### src/rtl/ssm_pkg.sv
package ssm_pkg;
  // Per-cycle strobes from the control unit to the datapath.
  typedef struct packed {
    logic load;      // accepted start: copy transmit byte into shifter
    logic tick;      // serial clock edge this cycle
    logic sample;    // capture sdi at this edge
    logic shiftOut;  // advance outgoing bit at this edge
    logic finish;    // last edge of the exchange
  } ssmStrobe_t;
endpackage

### src/rtl/ssm_ctrl.sv
module ssm_ctrl
  import ssm_pkg::*;
#(
  parameter int DATA_W = 8,
  parameter int RATE_W = 3
) (
  input  logic              clk,
  input  logic              rstN,
  input  logic              start,
  input  logic              phaseLatchFirst,
  input  logic [RATE_W-1:0] rateSel,
  output logic              busy,
  output logic              done,
  output ssmStrobe_t        strb
);
  localparam int MAX_SH    = (1 << RATE_W) - 1;
  localparam int CNT_W     = MAX_SH;
  localparam int EDGES     = 2 * DATA_W;
  localparam int EDGE_W    = $clog2(EDGES);
  localparam logic [EDGE_W-1:0] LAST_EDGE = EDGE_W'(EDGES - 1);
  localparam logic [CNT_W:0]    ONE       = (CNT_W + 1)'(1);

  logic [CNT_W-1:0]  divCnt;
  logic [EDGE_W-1:0] edgeIdx;
  logic [CNT_W:0]    halfLen;
  logic              tickNow, leading, lastEdge;

  // half period in system clocks: 2^(MAX_SH - rateSel)
  assign halfLen  = ONE << (RATE_W'(MAX_SH) - rateSel);
  assign tickNow  = busy && ({1'b0, divCnt} == (halfLen - ONE));
  assign leading  = ~edgeIdx[0];
  assign lastEdge = (edgeIdx == LAST_EDGE);

  always_comb begin
    strb.load     = start & ~busy;
    strb.tick     = tickNow;
    strb.sample   = tickNow & (phaseLatchFirst ? leading : ~leading);
    strb.shiftOut = tickNow & (phaseLatchFirst ? ~leading
                                               : (leading & (edgeIdx != '0)));
    strb.finish   = tickNow & lastEdge;
  end

  always_ff @(posedge clk) begin
    if (!rstN) begin
      busy    <= 1'b0;
      done    <= 1'b0;
      divCnt  <= '0;
      edgeIdx <= '0;
    end else begin
      done <= strb.finish;
      if (strb.load) begin
        busy    <= 1'b1;
        divCnt  <= '0;
        edgeIdx <= '0;
      end else if (busy) begin
        if (tickNow) begin
          divCnt  <= '0;
          edgeIdx <= edgeIdx + 1'b1;
          if (lastEdge) busy <= 1'b0;
        end else begin
          divCnt <= divCnt + 1'b1;
        end
      end
    end
  end
endmodule

### src/rtl/ssm_datapath.sv
module ssm_datapath
  import ssm_pkg::*;
#(
  parameter int DATA_W = 8,
  parameter int RATE_W = 3,
  parameter int REG_W  = 8
) (
  input  logic              clk,
  input  logic              rstN,
  input  ssmStrobe_t        strb,
  input  logic              busy,
  input  logic              regWrEn,
  input  logic              regAddr,
  input  logic [REG_W-1:0]  regWrData,
  output logic [REG_W-1:0]  regRdData,
  input  logic              sdi,
  output logic              sclk,
  output logic              sdo,
  output logic [DATA_W-1:0] rxData,
  output logic              phaseLatchFirst,
  output logic [RATE_W-1:0] rateSel,
  output logic [REG_W-1:0]  modeBits
);
  localparam int ORDER_BIT = REG_W - 1;
  localparam int POL_BIT   = REG_W - 2;
  localparam int PHASE_BIT = REG_W - 3;
  localparam logic [REG_W-1:0] RSVD_MASK = REG_W'(2'b11) << RATE_W;
  localparam logic [REG_W-1:0] WR_MASK   = ~RSVD_MASK;
  localparam logic ADDR_MODE = 1'b0;

  logic [REG_W-1:0]  modeReg;
  logic [DATA_W-1:0] txHold, txShift, rxShift, rxNext;
  logic              msbFirst, sclkReg;

  assign msbFirst        = modeReg[ORDER_BIT];
  assign phaseLatchFirst = modeReg[PHASE_BIT];
  assign rateSel         = modeReg[RATE_W-1:0];
  assign modeBits        = modeReg;
  assign regRdData       = (regAddr == ADDR_MODE) ? modeReg : REG_W'(txHold);
  assign sclk            = sclkReg;
  assign sdo             = msbFirst ? txShift[DATA_W-1] : txShift[0];

  always_comb begin
    rxNext = rxShift;
    if (strb.sample)
      rxNext = msbFirst ? {rxShift[DATA_W-2:0], sdi} : {sdi, rxShift[DATA_W-1:1]};
  end

  always_ff @(posedge clk) begin
    if (!rstN) begin
      modeReg <= '0;
      txHold  <= '0;
      txShift <= '0;
      rxShift <= '0;
      rxData  <= '0;
      sclkReg <= 1'b1;
    end else begin
      if (regWrEn && regAddr == ADDR_MODE && !busy && !strb.load)
        modeReg <= regWrData & WR_MASK;
      if (regWrEn && regAddr != ADDR_MODE)
        txHold <= regWrData[DATA_W-1:0];

      if (strb.load)
        txShift <= txHold;
      else if (strb.shiftOut)
        txShift <= msbFirst ? {txShift[DATA_W-2:0], 1'b0} : {1'b0, txShift[DATA_W-1:1]};

      rxShift <= rxNext;
      if (strb.finish) rxData <= rxNext;

      if (!busy)          sclkReg <= ~modeReg[POL_BIT];
      else if (strb.tick) sclkReg <= ~sclkReg;
    end
  end
endmodule

### src/rtl/sync_serial_master.sv
module sync_serial_master
  import ssm_pkg::*;
(
  input  logic       clk,
  input  logic       rstN,
  input  logic       regWrEn,
  input  logic       regAddr,
  input  logic [7:0] regWrData,
  output logic [7:0] regRdData,
  input  logic       start,
  input  logic       sdi,
  output logic       busy,
  output logic       done,
  output logic [7:0] rxData,
  output logic       sclk,
  output logic       sdo
);
  localparam int DATA_W = 8;
  localparam int RATE_W = 3;
  localparam int REG_W  = 8;

  ssmStrobe_t        strb;
  logic              phaseLatchFirst;
  logic [RATE_W-1:0] rateSel;
  logic [REG_W-1:0]  modeBits;

  ssm_ctrl #(.DATA_W(DATA_W), .RATE_W(RATE_W)) u_ctrl (
    .clk(clk), .rstN(rstN), .start(start),
    .phaseLatchFirst(phaseLatchFirst), .rateSel(rateSel),
    .busy(busy), .done(done), .strb(strb)
  );

  ssm_datapath #(.DATA_W(DATA_W), .RATE_W(RATE_W), .REG_W(REG_W)) u_dp (
    .clk(clk), .rstN(rstN), .strb(strb), .busy(busy),
    .regWrEn(regWrEn), .regAddr(regAddr), .regWrData(regWrData),
    .regRdData(regRdData), .sdi(sdi), .sclk(sclk), .sdo(sdo),
    .rxData(rxData), .phaseLatchFirst(phaseLatchFirst),
    .rateSel(rateSel), .modeBits(modeBits)
  );
endmodule

### config.mk
export PLATFORM = sky130hd
export DESIGN_NAME = sync_serial_master
export DESIGN_NICKNAME = d
export VERILOG_FILES = /design/src/rtl/ssm_pkg.sv /design/src/rtl/ssm_ctrl.sv /design/src/rtl/ssm_datapath.sv /design/src/rtl/sync_serial_master.sv
export SDC_FILE = /design/constraint.sdc
export NUM_CORES = 1
export LEC_CHECK = 0
export ABC_AREA = 1
export ABC_CLOCK_PERIOD_IN_PS = 2800
export CELL_PAD_IN_SITES_DETAIL_PLACEMENT = 1
export CELL_PAD_IN_SITES_GLOBAL_PLACEMENT = 1
export CORE_ASPECT_RATIO = 1.5
export CORE_MARGIN = 2
export CORE_UTILIZATION = 42
export DETAILED_ROUTE_END_ITERATION = 8
export PLACE_DENSITY_LB_ADDON = 0.3
export SLEW_MARGIN = 20
export SYNTH_ARGS = -nofsm -noshare
export SYNTH_HDL_FRONTEND = slang
export SYNTH_SLANG_ARGS = --single-unit
### constraint.sdc
create_clock -name clk -period 2.8 [get_ports clk]
set_input_delay 0.56 -clock clk [delete_from_list [all_inputs] [get_ports clk]]
set_output_delay 0.56 -clock clk [all_outputs]
set_load 0.05 [all_outputs]
# --- After elaboration in Yosys (flattened, before gate mapping) ---
# Cells that the tools add are included.
totals:
  register_bits: 52
  inputBits: 14
classes:
  addsub: 4
  eq_ne: 3
  shifts: 1
  n_mux: 16
  n_bitwise: 11
  n_reduce_logical: 11
op_table:
  columns: ["op", "count"]
  rows:
  - ["$mux W8", 6]
  - ["$mux W1", 9]
  - ["$eq A7 B8 Y1", 1]
  - ["$shl A1 B3 Y8 const A", 1]
  - ["$sub A8 B1 Y8 const B", 1]
  - ["$add A7 B1 Y7 const B", 1]
  - ["$mux W7", 1]
  - ["$not A1 Y1", 6]
  - ["$and A1 B1 Y1", 5]
  - ["$logic_and A1 B1 Y1", 5]
  - ["$add A4 B1 Y4 const B", 1]
  - ["$eq A4 B4 Y1 const B", 1]
  - ["$reduce_bool A4 Y1", 1]
  - ["$sub A3 B3 Y3 const A", 1]
  - ["$logic_not A1 Y1", 2]
  - ["$ne A2 B2 Y1 const B", 1]
  - ["$reduce_and A2 Y1", 1]
  - ["$reduce_bool A2 Y1", 1]
  - ["$reduce_or A2 Y1", 1]

# --- Logic depth before layout (Yosys ltp) ---
logic_depth:
  word_depth: 8
  ltp_mapped: 13
  ltp_nobuf: 12

# --- Modules after synthesis ---
# A second synthesis with hierarchy kept.
hier_totals:
  hier_cells: 388
  hier_area_um2: 2723.9
modules_own_cells:
  columns: ["mod", "n_inst", "cells_per_inst", "area_per_inst_um2", "seq_area_each_um2"]
  rows:
  - ["ssm_datapath", 1, 240, 1779.2, 780.7]
  - ["ssm_ctrl", 1, 148, 944.7, 260.2]

# --- Least setup slack after synthesis ---
# Ideal clock, no wire load.
synth_path:
  path_type: "input port to output port"
  from: "input port regAddr"
  to: "output port regRdData[1]"
  arrival_ps: 1856
  required_ps: 2240
  path_slack_ps: 384
  stages: 2
  cell_sequence: "clkbuf_1 o21ai_0"
synth_via:
  elab_chain_cells: 1
synth_lines:
  columns: ["element", "line_no", "source"]
  rows:
  - ["from (decl)", "sync_serial_master.sv:7", "input logic regAddr,"]
  - ["$mux W8", "ssm_datapath.sv:39", "assign regRdData = (regAddr == ADDR_MODE) ? modeReg : REG_W'(txHold);"]
  - ["to (decl)", "sync_serial_master.sv:9", "output logic [7:0] regRdData,"]
# No other way between the ends.

# --- Final worst setup path ---
layout_path:
  from: "input port regAddr"
  to: "output port regRdData[5]"
# Same word-level chain as after synthesis.

==> results by stage <==
Power and ir drop:
- The power per cell area is roughly 460 nW/µm².
- The total leakage power is 1.32 nW.
- IR analysis of the VDD net gives a maximum drop of approximately 240 µV.

Timing:
- The headroom to the max-slew limit is 63.4%.
- Across all hold checks on the routed design, the worst slack comes to approximately 0.46 ns.
- The worst path meets setup with 0.374 ns of slack.
- The share of the cycle needed by the critical path after routing is between 80% and 90%.
- Setup violations remaining at the end of the flow were counted as 0.
- The hold violation total from the final report is 0.
- The clock period minus final worst setup slack is 2.43 ns.
- Setup repair after global routing left no endpoint under its margin.
- The maximum operating frequency is 0.412 GHz.
- The final count of pins violating max slew is 0.
- Between clock sinks in the finished design, the worst skew comes to 0.00839 ns.
- The setup TNS is 0 ns.
- For the pin with the worst max-slew slack, the measured transition is 0.544 ns.

Clock tree:
- The number of setup buffers added after CTS is 0.
- TritonCTS built the clock tree.
- Post-CTS repair changed the size of 0 cells.
- The H-tree level count is 2.
- The maximum clock insertion buffer count is 2.
- The number of buffers added to fix hold violations after cts is 0.
- The total number of clock tree sinks is 52.
- Clock-pin slew was measured on the worst setup and hold paths at 0.10 ns.
- The master cell of the clock root buffer is sky130_fd_sc_hd__clkbuf_8.
- The clock reaches the later pin of the worst-skew pair after 0.31 ns.
- The number of clock buffers added by TritonCTS is 5.

Detailed routing:
- The mean number of vias per cell is 5.30.
- Before antenna repair, the detailed router went through 4 iterations.
- The total via count in the routed design is 2,582.
- The number of DRC markers after the initial detailed-route iteration is between 50 and 60.
- After detailed routing, the number of remaining DRC violations is 0.
- Wires add up to 6900 µm.
- The average detailed-routed wire length per instance is 14.2 µm.
- The post-detailed-route count of antenna-violating nets is 0.

Placed design:
- The pre-CTS setup slack is 0.354 ns.
- The HPWL reported at the end of detailed placement is 5250 µm.
- The congestion estimate from routability-driven global placement came to 0.751.
- The number of I/O port buffers is 33.

Cells and area:
- The layout cell share with drive strength beyond 1 is just under 9%.
- The total inserted antenna cells is 0.
- The utilization of the core after routing is 53.7%.
- The final layout contains ~430 nets.
- The area used by sequential logic in the layout is 1040 µm².
- The count of filler cells inserted in the layout is 775.
- Compared with the post-synthesis result, the final layout area differs by 22.4%.
- The area of combinational cells with multiple inputs is around 1300 µm².

Worst setup path:
- The worst register-to-register path has a depth of 13.
- Grouping stages by cell kind, the critical path spends the most delay in buffers and inverters.
- The worst setup path is captured at a primary output.
- For this design, the slowest cell found on the critical path is sky130_fd_sc_hd__clkdlybuf4s50_1.
- The signal on the critical path passes through clkdlybuf4s50_1 > nor2_1 > a21oi_1 > buf_12.
- The worst register-to-register path begins at u_dp.modeBits[2]$_SDFFE_PN0P_.
- The worst register-to-register path ends at u_dp.txShift[7]$_SDFFE_PN0P_.
- The worst endpoint required time is 2.24 ns.
- The delay of the slowest critical-path stage is 0.78 ns.
- The biggest fanout along the worst timing path is 16.
- The type of the setup path with the least slack is input port to primary output.
- The arrival time of data at the critical path endpoint is between 1.5 and 2 ns.
- The number of buffers and inverters on the critical path is 2.
- The minimum setup slack among reg-to-reg paths is 0.64 ns.
- The worst setup path is launched from an input port.

GRT:
- The via count of the first global-routing pass is 2,642.
- The wire length of the first global-routing pass is 11,500 µm.
- The largest net degree at the start of global routing is 28.
- Across every metal layer, demand over resource in global routing totals between 20% and 30%.
- The total congestion overflow is 0.
- The number of antenna violations at the first check in global routing was 0.

Worst hold path:
- The worst hold path passes through 2 cells.
- For hold timing, the worst endpoint is u_ctrl.done$_SDFF_PN0_.
- The worst min-delay path startpoint is u_ctrl.edgeIdx[3]$_SDFFE_PP0P_.
- The worst min-delay path class is register to register.

Floorplanning:
- The core box area is 5830 µm².
- The die outline area is slightly below 7000 µm².
- The width of the die is a little under 70 µm.
- The height of the die is 99.5 µm.
- Pin placement for this block handled 34 I/O pins.
- The starting utilization of the core area is 43.8%.
- The floorplan has 34 rows.

Status:
- The flow ran to the end, and the final reports show no timing, DRC or antenna violations.

Yosys:
- The number of flip-flops and latches in the synthesized netlist is 52.
- The synthesized netlist contains 28 unique library cells.
- Sequential elements use 40.7% of the synthesized area.
- The number of nets handed over by synthesis was around 400.
- The average cell area after synthesis is 6.69 µm².
- The gate count of the mapped netlist is 382.
- During synthesis, Yosys emitted a total of 0 warnings.
- The synthesized netlist occupies a cell area of ~2600 µm².

Job:
- The number of violations of the max-capacitance limit is 0.
## worst min-delay path, cell delays in order, from the launching register on
cell and delay (ns):
sky130_fd_sc_hd__dfxtp_1 0.33, sky130_fd_sc_hd__nand2_1 0.06, sky130_fd_sc_hd__nor2_1 0.03
## metal layers
metal  share of wire, %  vias up  track usage, %
met2                 54       44            41.4
met5                  0        -               0
met1                 40     1231            23.7
met3                3.3       12            3.96
met4                2.4        0            8.95
li1                   -     1295               -
## final cells by class
| cell class | instances | share of cell area [%] |
|---|---|---|
| Clock buffer | 7 | 2.76 |
| Clock inverter | 1 | 0.240 |
| Inverter | 46 | 5.52 |
| Multi-Input combinational cell | 270 | 40.8 |
| Sequential cell | 52 | 33.3 |
| Tap cell | 72 | 2.88 |
| Timing Repair Buffer | 39 | 14.5 |
## through the flow
stage / area [µm²] / power, mW / std cells
finish: 3130 / 1.44 / 487
global route: 3130 / 1.50 / 487
CTS: 3130 / 1.46 / 487
detailed placement: 3030 / 1.01 / 479
global placement: 3030 / 0.999 / 479
floorplan: 2550 / 0.913 / 382
## registers in the layout, indices dropped and copies added (netlist names)
register	flops
u_dp.rxShift	8
u_dp.txShift	8
u_dp.modeBits	6
u_dp.rxData	8
u_ctrl.done	1
u_dp.sclk	1
u_ctrl.edgeIdx	4
u_ctrl.divCnt	7
u_dp.txHold	8
u_ctrl.busy	1
## cells by family (layout without fill, tap and decap cells)
kind of cell / Yosys count / after routing / share of synthesized area (%)
AO/OA/AOI/OAI: 75 / 75 / 15.3
XOR/XNOR: 3 / 3 / 1.03
flip-flops: 52 / 52 / 40.7
adder cells (fa/ha/maj): 3 / 3 / 1.47
AND/OR/NAND/NOR: 188 / 188 / 31.8
multiplexers: 1 / 1 / 0.392
buffers and inverters: 60 / 93 / 9.26
## power by group
group,internal (mW),leakage [nW],switching [mW]
combinational,0.0816,0.850,0.129
sequential,0.758,0.422,0.0186
clock,0.201,0.0445,0.251
total,1.04,1.32,0.398
## cells in the final DEF, fill, tap and decap left out, drive strengths merged
cell type	netlist	routed
a211oi	1	1
a21oi	38	38
a41oi	1	1
buf	4	15
clkbuf	10	7
clkdlybuf4s50	0	24
clkinvlp	0	1
dfxtp	52	52
ha	3	3
inv	46	46
mux2i	1	1
nand2	98	98
nand3	36	36
nand3b	1	1
nand4	3	3
nor2	44	44
nor3	3	3
nor4	2	2
o211ai	3	3
o21ai	31	31
o31ai	1	1
or2	1	1
xor2	3	3
## synthesized netlist by cell type
library cell,n,area share [%]
sky130_fd_sc_hd__nand2_1,96,14
sky130_fd_sc_hd__nor4_1,2,0.49
sky130_fd_sc_hd__nand3b_1,1,0.29
sky130_fd_sc_hd__nand2_2,2,0.49
sky130_fd_sc_hd__nor2_2,3,0.73
sky130_fd_sc_hd__o211ai_1,3,0.88
sky130_fd_sc_hd__inv_2,5,0.73
sky130_fd_sc_hd__a41oi_1,1,0.34
sky130_fd_sc_hd__nor3_2,1,0.39
sky130_fd_sc_hd__nand4_1,3,0.73
sky130_fd_sc_hd__o31ai_1,1,0.29
sky130_fd_sc_hd__buf_4,3,0.88
sky130_fd_sc_hd__o21ai_0,31,6.1
sky130_fd_sc_hd__nor2_1,40,5.9
sky130_fd_sc_hd__inv_1,41,6.0
sky130_fd_sc_hd__nor3_1,2,0.39
sky130_fd_sc_hd__clkbuf_1,10,1.5
sky130_fd_sc_hd__mux2i_1,1,0.39
sky130_fd_sc_hd__dfxtp_1,52,41
sky130_fd_sc_hd__nor2_8,1,0.78
sky130_fd_sc_hd__a211oi_1,1,0.29
sky130_fd_sc_hd__ha_1,3,1.5
sky130_fd_sc_hd__a21oi_1,38,7.4
sky130_fd_sc_hd__nand3_2,1,0.39
sky130_fd_sc_hd__nand3_1,35,6.9
sky130_fd_sc_hd__or2_2,1,0.25
sky130_fd_sc_hd__xor2_1,3,1.0
sky130_fd_sc_hd__buf_1,1,0.15
## how the worst max path moves through the flow
stage / cells after the start / from / to
final: 4 / regAddr / regRdData[5]
after global routing: 3 / regAddr / regRdData[2]
after CTS: 4 / regAddr / regRdData[5]
after detailed placement: 4 / regAddr / regRdData[5]
after global placement: 3 / regAddr / regRdData[7]
after floorplan: 2 / regAddr / regRdData[1]
Power figures use the tool's default switching activity.
